**config.mk**
```make
export PLATFORM = sky130hd
export DESIGN_NAME = col_burst_seq
export DESIGN_NICKNAME = d
export VERILOG_FILES = /design/src/rtl/colseq_pkg.sv /design/src/rtl/colseq_mode.sv /design/src/rtl/colseq_addr.sv /design/src/rtl/colseq_dqwin.sv /design/src/rtl/col_burst_seq.sv
export SDC_FILE = /design/constraint.sdc
export NUM_CORES = 1
export LEC_CHECK = 0
export BUFFER_PORTS_ARGS = -buffer_cell sky130_fd_sc_hd__buf_4
export CAP_MARGIN = 30
export CORE_MARGIN = 1
export CORE_UTILIZATION = 30
export DETAILED_ROUTE_END_ITERATION = 10
export PLACE_DENSITY_LB_ADDON = 0.15
export SYNTH_ARGS = -nofsm -noshare
export SYNTH_HDL_FRONTEND = slang
export SYNTH_SLANG_ARGS = --single-unit
```
**constraint.sdc**
```tcl
create_clock -name clk -period 6.1 [get_ports clk]
set_input_delay 0.915 -clock clk [delete_from_list [all_inputs] [get_ports clk]]
set_output_delay 0.915 -clock clk [all_outputs]
set_load 0.03 [all_outputs]
```
**src/rtl/colseq_pkg.sv**
```systemverilog
package colseq_pkg;

    // Field positions inside the mode word (decoded by colseq_mode).
    localparam int MODE_W      = 10;
    localparam int LEN_LSB     = 0;
    localparam int ORDER_BIT   = 3;
    localparam int WSINGLE_BIT = 9;

    // Length codes.
    localparam logic [2:0] LEN_1    = 3'b000;
    localparam logic [2:0] LEN_2    = 3'b001;
    localparam logic [2:0] LEN_4    = 3'b010;
    localparam logic [2:0] LEN_8    = 3'b011;
    localparam logic [2:0] LEN_PAGE = 3'b111;

    // Low column bits dropped by a block write.
    localparam int BLK_BITS = 3;

    typedef enum logic [2:0] {
        K_NONE,
        K_RD,
        K_WR,
        K_BW,
        K_PRE,
        K_STOP
    } cmd_kind_e;

endpackage

```
**src/rtl/colseq_mode.sv**
```systemverilog
module colseq_mode
    import colseq_pkg::*;
#(
    parameter int COL_W = 8
) (
    input  logic              clk,
    input  logic              rst_n,
    input  logic              load_i,
    input  logic [MODE_W-1:0] val_i,
    output logic              ilv_o,
    output logic              wsingle_o,
    output logic              full_o,
    output logic [COL_W-1:0]  mask_o
);

    typedef struct packed {
        logic       ilv;
        logic       wsingle;
        logic [2:0] len;
    } mode_t;

    mode_t mode_d, mode_q;

    always_comb begin
        mode_d = mode_q;
        if (load_i) begin
            mode_d.ilv     = val_i[ORDER_BIT];
            mode_d.wsingle = val_i[WSINGLE_BIT];
            mode_d.len     = val_i[LEN_LSB +: 3];
        end
    end

    always_ff @(posedge clk or negedge rst_n) begin
        if (!rst_n) mode_q <= '0;
        else        mode_q <= mode_d;
    end

    // Length code to beat mask; undefined codes fall back to one beat.
    always_comb begin
        full_o = 1'b0;
        unique case (mode_q.len)
            LEN_2:    mask_o = COL_W'(1);
            LEN_4:    mask_o = COL_W'(3);
            LEN_8:    mask_o = COL_W'(7);
            LEN_PAGE: begin
                mask_o = '1;
                full_o = 1'b1;
            end
            default:  mask_o = '0;
        endcase
    end

    assign ilv_o     = mode_q.ilv;
    assign wsingle_o = mode_q.wsingle;

endmodule

```
**src/rtl/colseq_addr.sv**
```systemverilog
module colseq_addr #(
    parameter int COL_W = 8
) (
    input  logic [COL_W-1:0] start_i,
    input  logic [COL_W-1:0] beat_i,
    input  logic [COL_W-1:0] mask_i,
    input  logic             ilv_i,
    output logic [COL_W-1:0] col_o
);

    logic [COL_W-1:0] low;

    always_comb begin
        if (ilv_i) low = start_i ^ beat_i;
        else       low = start_i + beat_i;
        col_o = (start_i & ~mask_i) | (low & mask_i);
    end

endmodule

```
**src/rtl/colseq_dqwin.sv**
```systemverilog
module colseq_dqwin (
    input  logic clk,
    input  logic rst_n,
    input  logic active_i,
    input  logic end_rd_i,
    input  logic cl3_i,
    output logic dq_valid_o
);

    logic [1:0] tail_d, tail_q;

    always_comb begin
        tail_d = tail_q;
        if (end_rd_i)            tail_d = cl3_i ? 2'd2 : 2'd1;
        else if (tail_q != 2'd0) tail_d = tail_q - 2'd1;
    end

    always_ff @(posedge clk or negedge rst_n) begin
        if (!rst_n) tail_q <= 2'd0;
        else        tail_q <= tail_d;
    end

    assign dq_valid_o = active_i | (tail_q != 2'd0);

endmodule

```
**src/rtl/col_burst_seq.sv**
```systemverilog
module col_burst_seq
    import colseq_pkg::*;
#(
    parameter int COL_W = 8   // must be at least BLK_BITS
) (
    input  logic              clk,
    input  logic              rst_n,
    input  logic              mode_load,
    input  logic [MODE_W-1:0] mode_val,
    input  logic              cmd_rd,
    input  logic              cmd_wr,
    input  logic              cmd_bw,
    input  logic              cmd_stop,
    input  logic              cmd_pre,
    input  logic [COL_W-1:0]  col_in,
    input  logic              cas_lat,
    output logic [COL_W-1:0]  col_out,
    output logic              col_valid,
    output logic              dq_valid
);

    localparam logic [COL_W-1:0] BLK_ALIGN = {{(COL_W-BLK_BITS){1'b1}}, {BLK_BITS{1'b0}}};

    typedef struct packed {
        logic             active;
        logic             is_rd;
        logic             ilv;
        logic             full;
        logic [COL_W-1:0] mask;
        logic [COL_W-1:0] start;
        logic [COL_W-1:0] beat;
        logic [COL_W-1:0] col;
    } bst_t;

    bst_t bst_d, bst_q;

    logic             m_ilv, m_wsingle, m_full;
    logic [COL_W-1:0] m_mask;
    logic [COL_W-1:0] beat_nx, col_nx;
    logic             end_rd;
    cmd_kind_e        kind;

    colseq_mode #(.COL_W(COL_W)) u_mode (
        .clk       (clk),
        .rst_n     (rst_n),
        .load_i    (mode_load),
        .val_i     (mode_val),
        .ilv_o     (m_ilv),
        .wsingle_o (m_wsingle),
        .full_o    (m_full),
        .mask_o    (m_mask)
    );

    assign beat_nx = bst_q.beat + COL_W'(1);

    colseq_addr #(.COL_W(COL_W)) u_addr (
        .start_i (bst_q.start),
        .beat_i  (beat_nx),
        .mask_i  (bst_q.mask),
        .ilv_i   (bst_q.ilv),
        .col_o   (col_nx)
    );

    // Command precedence.
    always_comb begin
        if      (cmd_bw)   kind = K_BW;
        else if (cmd_wr)   kind = K_WR;
        else if (cmd_rd)   kind = K_RD;
        else if (cmd_pre)  kind = K_PRE;
        else if (cmd_stop) kind = K_STOP;
        else               kind = K_NONE;
    end

    always_comb begin
        bst_d  = bst_q;
        end_rd = 1'b0;
        unique case (kind)
            K_BW: begin
                bst_d.active = 1'b1;
                bst_d.is_rd  = 1'b0;
                bst_d.ilv    = 1'b0;
                bst_d.full   = 1'b0;
                bst_d.mask   = '0;
                bst_d.start  = col_in & BLK_ALIGN;
                bst_d.beat   = '0;
                bst_d.col    = col_in & BLK_ALIGN;
            end
            K_WR, K_RD: begin
                bst_d.active = 1'b1;
                bst_d.is_rd  = (kind == K_RD);
                if (kind == K_WR && m_wsingle) begin
                    bst_d.full = 1'b0;
                    bst_d.mask = '0;
                end else begin
                    bst_d.full = m_full;
                    bst_d.mask = m_mask;
                end
                bst_d.ilv   = m_ilv & ~bst_d.full;
                bst_d.start = col_in;
                bst_d.beat  = '0;
                bst_d.col   = col_in;
            end
            K_PRE: begin
                if (bst_q.active) begin
                    bst_d.active = 1'b0;
                    end_rd       = bst_q.is_rd;
                end
            end
            K_STOP: begin
                if (bst_q.active && bst_q.full) begin
                    bst_d.active = 1'b0;
                    end_rd       = bst_q.is_rd;
                end else if (bst_q.active) begin
                    // Stop ignored: advance as on an idle cycle.
                    if (bst_q.beat == bst_q.mask) begin
                        bst_d.active = 1'b0;
                        end_rd       = bst_q.is_rd;
                    end else begin
                        bst_d.beat = beat_nx;
                        bst_d.col  = col_nx;
                    end
                end
            end
            default: begin
                if (bst_q.active) begin
                    if (!bst_q.full && bst_q.beat == bst_q.mask) begin
                        bst_d.active = 1'b0;
                        end_rd       = bst_q.is_rd;
                    end else begin
                        bst_d.beat = beat_nx;
                        bst_d.col  = col_nx;
                    end
                end
            end
        endcase
    end

    always_ff @(posedge clk or negedge rst_n) begin
        if (!rst_n) bst_q <= '0;
        else        bst_q <= bst_d;
    end

    colseq_dqwin u_dqwin (
        .clk        (clk),
        .rst_n      (rst_n),
        .active_i   (bst_q.active),
        .end_rd_i   (end_rd),
        .cl3_i      (cas_lat),
        .dq_valid_o (dq_valid)
    );

    assign col_out   = bst_q.col;
    assign col_valid = bst_q.active;

endmodule

```
Yosys cells after proc, flatten, opt, wreduce, memory -nomap -nowiden
Index checks and enable logic that the tools add are counted.

Register bits after elaboration: 43. Latch bits: 0. Memory bits (writable): 0. ROM bits: 0. Bits of input ports: 27. Output and inout bits: 10. Logic and storage cells: 82. Memories: 0.

$add $sub $neg: 3. Multiply operators: 0. Divide/modulo/power cells: 0. $lt $le $gt $ge: 0. Eq/ne operators: 14. Shift-type cells: 0. Muxes and demuxes: 33. Bitwise logic cells: 9. Reductions and logical operators: 11.

Operator list (count): 16-bit two-way mux (5); 16-bit case mux with 4 select lines (1); 19-bit case mux with 2 select lines (1); 8-bit case mux with 4 select lines (1); 9-bit two-way mux (2); 8-bit AND (2); 3-bit two-way mux (5); 3-bit by 2-bit == test with 1-bit output, second input constant (4); 1-bit two-way mux (12); 3-bit == test, second input constant (3); 8-bit by 1-bit adder with 8-bit output, second input constant (1); 8-bit adder (1); 8-bit == test (1); 8-bit two-way mux (1); 8-bit NOT (1); 8-bit bitwise OR (1); 8-bit XOR (1); 3-bit by 1-bit == test with 1-bit output, second input constant (2); 2-bit two-way mux (3); 2-bit inequality test, second input constant (3); 1-bit case mux with 3 select lines (2); 6-bit AND reduction (1); 2-bit nonzero test (3); 4-bit by 1-bit inequality test with 1-bit output, second input constant (1); 9 further kinds (12).

Longest topological paths before layout
Depth in word-level cells: 12. Depth in mapped cells: 12.

By module
Synthesis repeated with hierarchy kept, for this count alone.

Cell total of the unflattened synthesis: 299. Area total of the unflattened synthesis: 2717.6 um2.

Modules (own cells, without submodules): col_burst_seq (times used 1, cells an instance 204, area each 1929.4 um2, sequential area each 900.9 um2); colseq_addr (times used 1, cells an instance 61, area each 420.4 um2, sequential area each 0.0 um2); colseq_mode (times used 1, cells an instance 22, area each 251.5 um2, sequential area each 125.1 um2); colseq_dqwin (times used 1, cells an instance 12, area each 116.4 um2, sequential area each 50.0 um2).

Least setup slack after synthesis
No wires, ideal clock.

Path kind: reg-to-reg. From: register bst_q[8] in the netlist's numbering. To: register bst_q, in the netlist col_out[7]. Setup time: 0.127 ns. Data arrival time: 2.124 ns. Data required time: 5.973 ns. Path slack: 3.849 ns. Stages on the path, launching flop included: 13. Buffers on the path: 0. Clock period less this slack: 2.251 ns. Cells stage by stage: dfrtp_1 > ha_1 > nand2_1 > nor2_1 > xor2_1 > ha_1 > nand3b_1 > a211oi_1 > nor2_1 > xnor2_1 > a211oi_1 > a31oi_1 > nand3_1.

Cells in the longest elaborated chain, start to end: 9.

Ends and longest elaborated chain: start: declaration (RTL line col_burst_seq.sv:35) `bst_t bst_d, bst_q;`; start signal: assignment (RTL line col_burst_seq.sv:140) `else bst_q <= bst_d;`; 8-bit by 1-bit adder with 8-bit output (RTL line col_burst_seq.sv:54) `assign beat_nx = bst_q.beat + COL_W'(1);`; 8-bit adder / 8-bit XOR (equally long branches) (RTL line colseq_addr.sv:15, colseq_addr.sv:14); 8-bit two-way mux (RTL line colseq_addr.sv:14) `if (ilv_i) low = start_i ^ beat_i;`; 8-bit AND (RTL line colseq_addr.sv:16) `col_o = (start_i & ~mask_i) | (low & mask_i);`; 8-bit bitwise OR (RTL line colseq_addr.sv:16); 16-bit two-way mux (RTL line col_burst_seq.sv:115) `if (bst_q.beat == bst_q.mask) begin`; 16-bit two-way mux (RTL line col_burst_seq.sv:113) `end else if (bst_q.active) begin`; 16-bit two-way mux (RTL line col_burst_seq.sv:110) `if (bst_q.active && bst_q.full) begin`; 16-bit case mux with 4 select lines (RTL line col_burst_seq.sv:77) `unique case (kind)`.

Parallel ways exist; a longest one is shown, timed or not. The select of a mux whose other input is x is not followed. A chain may end at the register's enable or synchronous reset.

Worst setup path in the final report
From: register bst_q[10] in the netlist's numbering. To: register bst_q, in the netlist col_out[6].

The elaborated chain is that of the path after synthesis.

==> results.py <==
metrics = {
    "outcome": {
        "status": "complete, no violations",
    },
    "floorplan": {
        "initial_core_util_pct": 30.9,
        "coreArea_um2": 7730,
        "fp.dieW_um": 91.3,
        "die_h_um": 91.3,
        "core.rowCount": 32,
        "pin_count": 37,
        "dieArea_um2": 8330,
    },
    "worst_setup_path": {
        "cp_max_fo": 6,
        "startpoint_type": "register",
        "critical_path_required_ns": 6.32,
        "crit_type": "reg -> reg",
        "reg2reg_setup_slack_ns": 3.43,
        "critPathArrivalTime_ns": 2.89,
        "end_kind": "register",
    },
    "clocking": {
        "cts_resized": 0,
        "post_cts_buffers": 0,
        "cts_hold_buf": 0,
        "tritoncts": "yes",
        "path_clk_slew_ns": 0.07,
        "cts_buffer_depth": 2,
        "ctsRootBufferMaster": "clkbuf_8",
        "cts_buffers": 5,
        "clock_latency_ns": 0.29,
        "clock_sinks": 39,
        "cts_max_level": 2,
    },
    "global_route": {
        "overflow": 0,
        "grt_first_pass_wirelength_mm": 8.94,
        "grt_use_met1_pct": 19.3,
        "grt_use_total_pct": 13.7,
        "first_global_vias": 1742,
        "grt_use_met2_pct": 21.1,
        "grt_max_degree": 40,
        "grt_busiest_layer": "met2",
        "antenna_found_initial": 0,
        "met3_usage_pct": 2.85,
    },
    "place": {
        "dp_hpwl_mm": 3.59,
        "portBuffers": 31,
        "gp_congestion": 0.777,
    },
    "cells_and_area": {
        "antennaDiodeCount": 0,
        "drive_gt1_share_pct": 20.8,
        "syn_to_final_growth_pct": 13.9,
        "fin_nets": 316,
        "fillers": 801,
        "fin_util_pct": 35.2,
    },
    "synth": {
        "yosysTopAreaCellShare_pct": 40.8,
        "yosysTopAreaCell": "dfrtp_1",
        "synthCells": 253,
        "ys_types": 47,
        "syn_nets": 295,
        "ys_seq_area_share_pct": 40.8,
        "synthesis.area_um2": 2390,
        "synthArstFlopShare_pct": 100,
        "synth_area_leaders": "dfrtp_1, ha_1, nand2_1, xor2_1, a21oi_1",
        "yosys_most_used_dff": "dfrtp_1",
        "synth_edf_count": 0,
        "synth.ff_latch_count": 39,
        "ys_warn_count": 0,
        "syn_area_per_cell_um2": 9.45,
    },
    "timing": {
        "setup_viol": 0,
        "rsz0062_at_grt": "no",
        "slew_headroom_pct": 45.6,
        "skew_ns": 0.00491,
        "finalHoldViolations": 0,
        "timing.fmax_ghz": 0.375,
        "tightest_slew_ns": 0.817,
        "tns_ns": 0,
        "fin_crit_sh_pct": 43.7,
        "layout_min_cycle_time_ns": 2.67,
        "slew_viol_final": 0,
    },
    "drt": {
        "drt_iter0_drc": 49,
        "final_antenna_net_count": 0,
        "vias_per_cell": 4.71,
        "via_count": 1771,
        "drtPass1Iterations": 4,
        "wl_mm": 5.16,
        "wl_per_cell_um": 13.7,
        "drc": 0,
    },
    "pwr": {
        "p_leak_nw": 1.22,
        "pwr_density_cell_nw_per_um2": 228,
        "irDropWorstVdd_mv": 0.0987,
    },
    "min_path": {
        "hold_path.class": "reg -> reg",
    },
    "run": {
        "cap_violations": 0,
    },
}
[critical path, cell delays in order, from the launching register on]
cell and delay [ns]:
dfrtp_1 0.48, nand3_1 0.23, nor2_1 0.25, xor2_1 0.27, ha_1 0.29, a21o_1 0.18
a31oi_1 0.18, xor2_1 0.09, o311ai_0 0.32, o211ai_1 0.16, a21oi_1 0.16
[path summary, 6_finish.rpt]
path / startpoint / endpoint / depth (start not counted)
hold / removal: bst_q[23] / bst_q[23] / 2
max in group asynchronous: rst_n / col_out[7] / 1
hold reg to reg: bst_q[23] / bst_q[23] / 2
min in group asynchronous: rst_n / bst_q[13] / 1
setup reg to reg: bst_q[10] / col_out[6] / 10
setup / recovery: bst_q[10] / col_out[6] / 10
[final cells by class]
type	count	area, um2	area share (%)
Inverter	4	15.0	0.551
Sequential cell	39	976	35.8
Tap cell	102	128	4.69
Timing Repair Buffer	32	240	8.82
Clock inverter	1	5.00	0.184
Clock buffer	6	82.6	3.03
Multi-Input combinational cell	192	1280	46.9
[metal layers]
metal  share of wire [%]  up-vias
met1                  52      832
li1                    -      911
met2                  44       23
met3                 2.8        5
met5                   0        -
met4                 1.3        0
[cell usage in the layout, fill, tap and decap left out, types with 2 or more instances in the layout]
master / n
o21ai_0: 4
nor2_1: 25
a31oi_1: 2
nand4_1: 3
nor2b_1: 2
mux2_2: 5
o21ai_1: 6
o211ai_1: 2
a211oi_1: 5
xnor2_1: 8
nor3_1: 2
nand2b_1: 2
nand2_2: 3
xor2_1: 13
dfrtp_1: 39
ha_1: 14
buf_4: 32
a21oi_1: 20
or3_1: 3
nand2_1: 39
a211oi_2: 2
nand3_1: 9
clkbuf_8: 6
a32o_1: 2
inv_1: 4
[per-stage QoR]
step / cell area (um2) / setup WS (ns) / total power (W) / hold WS (ns) / std cells
2_1_floorplan: 2390 / 3.85 / 0.000408 / 0.466 / 253
3_3_place_gp: 2640 / 3.45 / 0.000444 / 0.483 / 369
3_5_place_dp: 2640 / 3.43 / 0.000445 / 0.493 / 369
4_1_cts: 2720 / 3.43 / 0.000633 / 0.514 / 376
5_1_grt: 2720 / 3.15 / 0.000660 / 0.548 / 376
6_report: 2720 / 3.43 / 0.000620 / 0.509 / 376
[registers in the layout, summed over array words and instances (netlist names)]
register / flops
bst_q: 23
col_out: 8
u_mode.mode_q: 3
u_dqwin.tail_q: 2
col_valid: 1
u_mode.ilv_o: 1
u_mode.wsingle_o: 1
[Yosys cell counts, drive strengths merged, types with 3 or more instances]
library cell and count:
nand3 9, nor2 25, clkbuf 6, inv 4
xor2 13, mux2 5, ha 14, dfrtp 39
nand4 3, nor3 3, o21ai 11, xnor2 8
a211oi 7, or3 3, nand2 43, buf 12
a21oi 21
[power by group]
group | internal [W] | switching (W)
Sequential | 0.000280 | 0.0000205
Combinational | 0.0000611 | 0.0000755
Clock | 0.0000888 | 0.0000933
Total | 0.000430 | 0.000189
[logic make-up (layout without fill, tap and decap cells)]
group           count (synthesis)  after routing  synth area share [%]
simple gates                   96             96                  18.5
compound gates                 54             54                  16.0
flops                          39             39                  40.8
buf+inv                        22             43                  5.97
xor+xnor                       21             21                  7.70
fa+ha+maj                      15             15                  8.17
mux                             6              6                  2.77
Note: power is estimated with default switching activity, not from simulation.
